==> config.mk <==
export PLATFORM = sky130hd
export DESIGN_NAME = usbh_testmode_ctrl
export DESIGN_NICKNAME = d
export VERILOG_FILES = /design/src/rtl/usbh_tm_pkg.sv /design/src/rtl/usbh_tm_ctrl_reg.sv /design/src/rtl/usbh_tm_sel_guard.sv /design/src/rtl/usbh_tm_port.sv /design/src/rtl/usbh_testmode_ctrl.sv
export SDC_FILE = /design/constraint.sdc
export NUM_CORES = 1
export LEC_CHECK = 0
export BUFFER_PORTS_ARGS = -buffer_cell sky130_fd_sc_hd__clkbuf_2
export CAP_MARGIN = 20
export CORE_MARGIN = 2
export CORE_UTILIZATION = 38
export CTS_BUF_LIST = sky130_fd_sc_hd__clkbuf_8
export DETAILED_ROUTE_END_ITERATION = 8
export PLACE_DENSITY = 0.69
export SYNTH_ARGS = -nofsm -noshare
export SYNTH_HDL_FRONTEND = slang
export SYNTH_SLANG_ARGS = --single-unit
==> constraint.sdc <==
create_clock -name clk -period 1.4 [get_ports clk]
set_input_delay 0.07 -clock clk [delete_from_list [all_inputs] [get_ports clk]]
set_output_delay 0.07 -clock clk [all_outputs]
set_load 0.02 [all_outputs]
==> src/rtl/usbh_tm_pkg.sv <==
package usbh_tm_pkg;
  localparam int TM_NPORT = 2;
  localparam int TM_SEL_W = 4;
  localparam int TM_CTRL_W = 6;

  localparam int TM_ADDR_CTRL = 0;
  localparam int TM_ADDR_TEST = 1;

  localparam logic [TM_SEL_W-1:0] TM_OFF      = 4'b0000;
  localparam logic [TM_SEL_W-1:0] TM_SE0_NAK  = 4'b1011;
  localparam logic [TM_SEL_W-1:0] TM_FORCE_EN = 4'b1101;

  typedef struct packed {
    logic [TM_NPORT-1:0] act;
    logic [TM_NPORT-1:0] pd;
    logic                host;
    logic                mod_en;
  } tm_ctrl_t;
endpackage

==> src/rtl/usbh_tm_ctrl_reg.sv <==
module usbh_tm_ctrl_reg
  import usbh_tm_pkg::*;
#(
  parameter int ADDR_W = 2
) (
  input  logic                 clk,
  input  logic                 rst_n,
  input  logic                 wr,
  input  logic [ADDR_W-1:0]    addr,
  input  logic [TM_CTRL_W-1:0] wdata,
  output tm_ctrl_t             ctrl_q,
  output logic                 rearm_clr
);
  tm_ctrl_t ctrl_d;
  logic     ctrl_we;

  always_comb begin
    ctrl_we   = wr && (addr == ADDR_W'(TM_ADDR_CTRL));
    ctrl_d    = ctrl_q;
    if (ctrl_we) ctrl_d = tm_ctrl_t'(wdata);
    // A rearm needs enable and both activate bits dropped in one write
    rearm_clr = ctrl_we && !ctrl_d.mod_en && (ctrl_d.act == '0);
  end

  always_ff @(posedge clk or negedge rst_n) begin
    if (!rst_n)       ctrl_q <= '0;
    else if (ctrl_we) ctrl_q <= ctrl_d;
  end
endmodule

==> src/rtl/usbh_tm_sel_guard.sv <==
module usbh_tm_sel_guard
  import usbh_tm_pkg::*;
#(
  parameter int ADDR_W    = 2,
  parameter int NUM_PIPES = 8
) (
  input  logic                 clk,
  input  logic                 rst_n,
  input  logic                 wr,
  input  logic [ADDR_W-1:0]    addr,
  input  logic [TM_SEL_W-1:0]  wsel,
  input  tm_ctrl_t             ctrl,
  input  logic [NUM_PIPES-1:0] pipe_nak,
  input  logic                 any_drive,
  input  logic                 rearm_clr,
  output logic [TM_SEL_W-1:0]  sel_q,
  output logic                 err_q,
  output logic                 lat_q,
  output logic                 rearm_q,
  output logic [TM_NPORT-1:0]  term_q
);
  logic                sel_we, accept;
  logic [TM_SEL_W-1:0] sel_d;
  logic                err_d, lat_d, rearm_d;
  logic [TM_NPORT-1:0] term_d;

  always_comb begin
    sel_we  = wr && (addr == ADDR_W'(TM_ADDR_TEST));
    accept  = sel_we && ctrl.mod_en && ctrl.host && (|ctrl.pd) &&
              (ctrl.act == '0) && (&pipe_nak) && !rearm_q &&
              !(lat_q && (wsel == TM_OFF));
    sel_d   = accept ? wsel : sel_q;
    term_d  = accept ? '1 : term_q;
    err_d   = err_q | (sel_we & ~accept);
    lat_d   = lat_q | any_drive;
    rearm_d = rearm_clr ? 1'b0 : (rearm_q | any_drive);
  end

  always_ff @(posedge clk or negedge rst_n) begin
    if (!rst_n) begin
      sel_q   <= TM_OFF;
      term_q  <= '0;
      err_q   <= 1'b0;
      lat_q   <= 1'b0;
      rearm_q <= 1'b0;
    end else begin
      if (accept) begin
        sel_q  <= sel_d;
        term_q <= term_d;
      end
      if (sel_we)    err_q <= err_d;
      if (any_drive) lat_q <= lat_d;
      if (any_drive || rearm_clr) rearm_q <= rearm_d;
    end
  end
endmodule

==> src/rtl/usbh_tm_port.sv <==
module usbh_tm_port
  import usbh_tm_pkg::*;
(
  input  logic [TM_SEL_W-1:0] sel,
  input  logic                mod_en,
  input  logic                host,
  input  logic                pd,
  input  logic                act,
  input  logic                disc_det,
  output logic                drive,
  output logic                sof_ok,
  output logic                mask,
  output logic                evt
);
  logic live;

  always_comb begin
    live   = mod_en && host && act;
    drive  = live && pd && (sel != TM_OFF);
    sof_ok = live && (sel != TM_SE0_NAK);
    mask   = drive && (sel == TM_FORCE_EN);
    evt    = live && disc_det && !mask;
  end
endmodule

==> src/rtl/usbh_testmode_ctrl.sv <==
module usbh_testmode_ctrl
  import usbh_tm_pkg::*;
#(
  parameter int ADDR_W    = 2,
  parameter int DATA_W    = 8,
  parameter int NUM_PIPES = 8
) (
  input  logic                 clk,
  input  logic                 por_n,
  input  logic                 reg_wr,
  input  logic [ADDR_W-1:0]    reg_addr,
  input  logic [DATA_W-1:0]    reg_wdata,
  output logic [DATA_W-1:0]    reg_rdata,
  input  logic [NUM_PIPES-1:0] pipe_nak,
  input  logic [1:0]           hs_disc_det,
  output logic [1:0]           test_drive,
  output logic [1:0]           hs_term,
  output logic [1:0]           sof_permit,
  output logic [1:0]           disc_mask,
  output logic [1:0]           disc_evt,
  output logic                 normal_op
);
  localparam int TEST_RD_W = TM_SEL_W + 3;

  logic [1:0]          rst_sync_q;
  logic                rst_n_s;
  tm_ctrl_t            ctrl_q;
  logic                rearm_clr;
  logic [TM_SEL_W-1:0] sel_q;
  logic                err_q, lat_q, rearm_q;
  logic                wdata_unused;

  assign wdata_unused = ^reg_wdata[DATA_W-1:TM_CTRL_W];

  // Reset asserts at once and is released on the clock
  always_ff @(posedge clk or negedge por_n) begin
    if (!por_n) rst_sync_q <= '0;
    else        rst_sync_q <= {rst_sync_q[0], 1'b1};
  end
  assign rst_n_s = rst_sync_q[1];

  usbh_tm_ctrl_reg #(.ADDR_W(ADDR_W)) u_ctrl (
    .clk(clk), .rst_n(rst_n_s), .wr(reg_wr), .addr(reg_addr),
    .wdata(reg_wdata[TM_CTRL_W-1:0]), .ctrl_q(ctrl_q), .rearm_clr(rearm_clr)
  );

  usbh_tm_sel_guard #(.ADDR_W(ADDR_W), .NUM_PIPES(NUM_PIPES)) u_guard (
    .clk(clk), .rst_n(rst_n_s), .wr(reg_wr), .addr(reg_addr),
    .wsel(reg_wdata[TM_SEL_W-1:0]), .ctrl(ctrl_q), .pipe_nak(pipe_nak),
    .any_drive(|test_drive), .rearm_clr(rearm_clr),
    .sel_q(sel_q), .err_q(err_q), .lat_q(lat_q), .rearm_q(rearm_q),
    .term_q(hs_term)
  );

  for (genvar p = 0; p < TM_NPORT; p++) begin : g_port
    usbh_tm_port u_port (
      .sel(sel_q), .mod_en(ctrl_q.mod_en), .host(ctrl_q.host),
      .pd(ctrl_q.pd[p]), .act(ctrl_q.act[p]), .disc_det(hs_disc_det[p]),
      .drive(test_drive[p]), .sof_ok(sof_permit[p]),
      .mask(disc_mask[p]), .evt(disc_evt[p])
    );
  end

  assign normal_op = ~lat_q;

  always_comb begin
    reg_rdata = '0;
    if (reg_addr == ADDR_W'(TM_ADDR_CTRL))
      reg_rdata = DATA_W'(ctrl_q);
    else if (reg_addr == ADDR_W'(TM_ADDR_TEST))
      reg_rdata = DATA_W'({rearm_q, lat_q, err_q, sel_q});
  end

  initial begin
    if (DATA_W < TEST_RD_W) $error("DATA_W too narrow for TEST register");
  end
endmodule

; Word-level counts from Yosys, hierarchy flattened
; Index checks and enable logic that the tools add are counted.
[totals]
word_cells = 64
out_inout_bits = 19
reg_bits = 16
[classes]
eq_ne = 3
n_reduce_logical = 41
bitwise = 6
n_mux = 4
[op_table]
columns = operator, n
row1 = logical AND 1 bit, 27
row2 = two-way mux 8 bit, 1
row3 = AND reduction 8 bit, 1
row4 = two-way mux 7 bit, 1
row5 = logical NOT 2 bit, 3
row6 = two-way mux 6 bit, 1
row7 = logical NOT 1 bit, 5
row8 = "== test 4 bit, second input constant", 1
row9 = logical NOT 4 bit, 1
row10 = "inequality test 4 bit, second input constant", 1
row11 = nonzero test 4 bit, 1
row12 = OR reduction 2 bit, 2
row13 = OR 1 bit, 3
row14 = "== test 2 x 1 -> 1 bit, second input constant", 1
row15 = NOT 1 bit, 2
row16 = AND 1 bit, 1
row17 = logical OR 1 bit, 1
row18 = two-way mux 1 bit, 1

; Logic depth before layout (Yosys ltp)
[logic_depth]
ltp_word = 12
ltp_mapped = 5

; Hierarchy
; Synthesis repeated with hierarchy kept, for this count alone.
[unflattened]
cells_unflattened = 84
area_unflattened_um2 = 905.9
[modules_own_cells]
columns = mod, n_inst, cells_each, area_per_inst_um2
row1 = usbh_tm_sel_guard, 1, 29, 355.3
row2 = usbh_tm_ctrl_reg, 1, 14, 251.5
row3 = usbh_testmode_ctrl, 1, 21, 178.9
row4 = usbh_tm_port, 2, 10, 60.1

; Least setup slack after synthesis
; Ideal clock, no wire load.
[synth_timing]
path_type = reg-to-reg
from = register, netlist name u_ctrl.ctrl_q[4]
to = register u_guard.sel_q[0]
stages_incl_launch_ff = 5
setup_slack_ps = -9
setup_ps = 128
t_arrival_ps = 1282
period_less_slack_ps = 1409
cell_sequence = dfrtp_1 nand4b_4 nor4b_4 nand3_2 mux2_1
[synth_between]
elab_chain_len = 5
[synth_lines]
columns = item, line
row1 = logical NOT 2 bit, usbh_tm_sel_guard.sv:30  ; (ctrl.act == '0) && (&pipe_nak) && !rearm_q &&
row2 = logical AND 1 bit, usbh_tm_sel_guard.sv:29  ; accept = sel_we && ctrl.mod_en && ctrl.host && (|ctrl.pd) &&
row3 = logical AND 1 bit (3 in a row), usbh_tm_sel_guard.sv:30
row4 = end signal: assignment, usbh_tm_sel_guard.sv:48  ; sel_q <= sel_d;
row5 = end: declaration, usbh_tm_sel_guard.sv:16  ; output logic [TM_SEL_W-1:0] sel_q,
; Every way passes these cells.
; A chain may end at the register's enable or synchronous reset.

; Final worst setup path
[layout_timing]
from = register, netlist name u_ctrl.ctrl_q[4]
to = register u_guard.sel_q[0]
[layout_between]
elab_chain_len = 5
[layout_lines]
columns = item, line
row1 = logical NOT 2 bit, usbh_tm_sel_guard.sv:30
row2 = logical AND 1 bit, usbh_tm_sel_guard.sv:29
row3 = logical AND 1 bit (3 in a row), usbh_tm_sel_guard.sv:30
; Every way passes these cells.

==> impl.org <==
** Outcome
- Outcome :: complete, but fails checks
- The checks that failed: negative setup slack.

** Synthesis
- Among all cell types in the netlist, the one instantiated most often is dfrtp_1.
- dfrtp_1 takes more of the synthesized area than any other cell.
- Sorting the synthesized cells by area gives the leading types as dfrtp_1 41%, buf_4 9.3%, mux2_2 7.0%.
- In the synthesized netlist the dominant register cell turns out to be dfrtp_1.
- Commonest cells in the netlist :: 16 x dfrtp_1, 12 x buf_4, 9 x nor2_1, 6 x mux2_2, 6 x mux2i_1
- A synthesized cell averages 10.8 um2.
- Number of storage elements in the synthesis netlist :: 16
- The number of nets handed over by synthesis was 113.
- Of the synthesized area, sequential elements account for 0.413.
- Area share of the largest cell type after synthesis :: 0.413
- YS warnings :: 0
- After synthesis, the share of flip-flops with an asynchronous set or reset is 1.00.
- Number of library cell types mapped by synthesis :: 28
- Synthesis handed over a netlist of 90 instances.
- Yosys mapped a number of flops with a built-in enable equal to 0.
- Summing every instance area after synthesis gives 968 um2.

** Final layout
- In the final design database the tool counted 156 nets.
- FILL cells :: 229
- The number of antenna diodes in the final layout is 0.
- Post-route design area :: 0.00131 mm2
- Area grow syn2layout :: 34.9%
- Fraction of final layout cells with drive strength greater than 1 :: 0.580

** Timing
- The worst pin sits at a relative slew slack of 0.631.
- Slack of the critical path :: -0.0379 ns
- After layout, the minimum clock period comes to 1.44 ns.
- In the final timing run, aggregate negative setup slack is -0.189 ns.
- The clock arrives with 0.000656 ns of skew.
- Final period utilization :: 1.03
- Setup repair after global routing could not meet its margin everywhere.
- Final Max Slew Viols :: 0
- Final hold violations :: 0
- Count of endpoints failing setup in the final report :: 6
- Static timing analysis puts the maximum clock frequency at 0.695 GHz.
- At the pin with the least slew margin, the transition time is 0.553 ns.

** Placed design
- The HPWL after detailed placement is 1.73 mm.
- At the end of routability-driven placement, the weighted congestion stood at 0.764.
- Placed Instance Area :: 0.00116 mm2
- Port Buffers :: 38

** GRT
- Maximum number of pins on one net before global-route repair :: 15
- All-layer global routing usage :: 0.174
- The first global-routing pass estimated 3.66 mm of wire.
- The number of global-route vias before repair came to 789.
- For this run the aggregate overflow at the end of global routing stands at 0.
- Initial antenna violation count :: 0

** Floorplan
- Core ar. :: 0.00245 mm2
- For this configuration, the core starts out at a cell density of 0.394.
- Die height :: 54.5 um
- Die width :: 54.5 um
- DIE AREA :: 0.00297 mm2
- Row generation in the floorplan step produced 18 rows.
- During I/O placement, the number of pins put on the boundary was 42.

** Clock tree
- CTS Buf Count :: 3
- For the worst-skew pair, the clock arrives at the later sink with an insertion delay of 0.24 ns.
- Clock tree synthesis found a total of 16 sinks.
- The tree is rooted in a clkbuf_8.
- Number of levels in the clock H-tree :: 1
- In this run the deepest clock path goes through 2 buffers.
- After clock tree synthesis, the clock-pin slew on the worst setup and hold paths is 0.06 ns.
- TritonCTS clock tree :: built

** Worst hold path
- Type of the worst min-delay path :: in2reg
- Counting instances, the worst hold path has a depth of 2.

** Setup path
- Measured in cells, the most critical reg-to-reg path has a length of 4.
- Type of the setup path with the least slack :: reg2reg
- Arrival time of data at the critical path endpoint :: 1.56 ns
- Along the worst path, the maximum fanout reaches 6.
- At the worst endpoint, the required time is 1.53 ns.
- Startpoint Class :: flop
- The worst setup path is captured at a flop.

** Run
- Max Cap Violations :: 0

** Route
- After detailed routing, the number of vias per cell comes to 5.02.
- Across all layers, the routed design uses 809 vias.
- Dividing the detail-routed wire length by the instance count gives 14.5 um.
- DRC :: 0
- The final layout contains routed wiring with a total length of 2.33 mm.
- Iteration-0 DRC Markers :: 8
- Remaining number of nets flagged by the antenna check after routing :: 0
- Detailed-routing iteration count for the pre-antenna-repair pass :: 4

** Pwr
- IR drop worst, VDD :: 0.000774 V
- P_leak :: 0.000656 uW
- Dividing total power by cell area gives a power density of 927 mW/mm2.
==> cell families after synthesis <==
logic type      Yosys count  share of synthesized area
flops                    16                      0.413
compound gates            7                     0.0478
buf+inv                  15                      0.106
mux                      16                      0.178
other cells               2                    0.00775
simple gates             34                      0.247
==> per-layer routing <==
layer	share of wire	up-vias	routed length, um	GRT usage
li1	-	390	-	-
met1	0.44	391	1020	0.227
met2	0.51	24	1190	0.289
met3	0.041	4	96	0.0273
met4	0.012	0	28	0.0667
met5	0	-	0	0
==> worst paths after layout <==
| path | from | to | slack, ns |
|---|---|---|---|
| min reg2reg | rst_sync_q[1] | u_ctrl.ctrl_q[5] | 0.23 |
| min in group asynchronous | por_n | rst_sync_q[0] | 0.14 |
| min | reg_wdata[5] | u_ctrl.ctrl_q[5] | 0.09 |
| max reg2reg | u_ctrl.ctrl_q[4] | u_guard.sel_q[0] | -0.04 |
| max | u_ctrl.ctrl_q[4] | u_guard.sel_q[0] | -0.04 |
| max in group asynchronous | rst_sync_q[1] | u_guard.sel_q[1] | 0.81 |
==> area by class of cell <==
cell class | instances | area (um2) | area share
Sequential cell | 16 | 400 | 0.307
Inverter | 1 | 3.75 | 0.00287
Timing Repair Buffer | 52 | 303 | 0.232
Tap cell | 30 | 37.5 | 0.0287
Clock buffer | 3 | 41.3 | 0.0316
Multi-Input combinational cell | 59 | 520 | 0.398
==> repair_timing <==
| item | 4_1_cts | 5_1_grt |
|---|---|---|
| hold buffers | 1 | 0 |
| pin swaps | 2 | 2 |
| gates resized for setup | 8 | 8 |
| buffers inserted | 4 | 0 |
| endpoints found under the setup margin | 10 | 14 |
| endpoints found under the hold margin | 2 | 0 |
==> metrics by stage <==
| step | hold WS [ns] | utilization | worst slack (ns) | power [uW] | instances |
|---|---|---|---|---|---|
| floorplan | -0.226 | - | -0.00940 | 755 | 90 |
| global placement | -0.145 | 0.475 | -0.00482 | 870 | 153 |
| CTS | 0.0868 | 0.523 | -0.0454 | 1220 | 161 |
| detailed placement | -0.140 | 0.475 | -0.0511 | 883 | 153 |
| finish | 0.0936 | 0.532 | -0.0379 | 1210 | 161 |
| global route | 0.0971 | 0.532 | -0.0817 | 1280 | 161 |
==> registers in the layout (all words and copies together) (netlist names) <==
name and count:
u_guard.lat_q 1, u_guard.term_q 1, u_guard.err_q 1, u_guard.sel_q 4
rst_sync_q 2, u_guard.rearm_q 1, u_ctrl.ctrl_q 6
==> worst max-delay path, cell delays in order (launching register included) <==
cell      delay, ns
dfrtp_1        0.37
nand4b_4       0.17
nor4b_4        0.28
nand3_4        0.16
mux2_4         0.33
==> where the power goes <==
group          internal [uW]  switching (uW)  leakage (uW)
clock                    190             138     0.0000216
combinational            156             183      0.000436
sequential               505            38.4      0.000199
==> layout by cell type, fill, tap and decap left out, drive strengths merged, types with 3 or more instances in the layout <==
cell type / synthesis / layout
buf: 13 / 15
nor3b: 5 / 5
mux2i: 6 / 6
nor2: 9 / 9
nand4: 5 / 5
mux2: 10 / 10
dfrtp: 16 / 16
clkbuf: 1 / 39
a21oi: 3 / 3
Power figures use the tool's default switching activity.
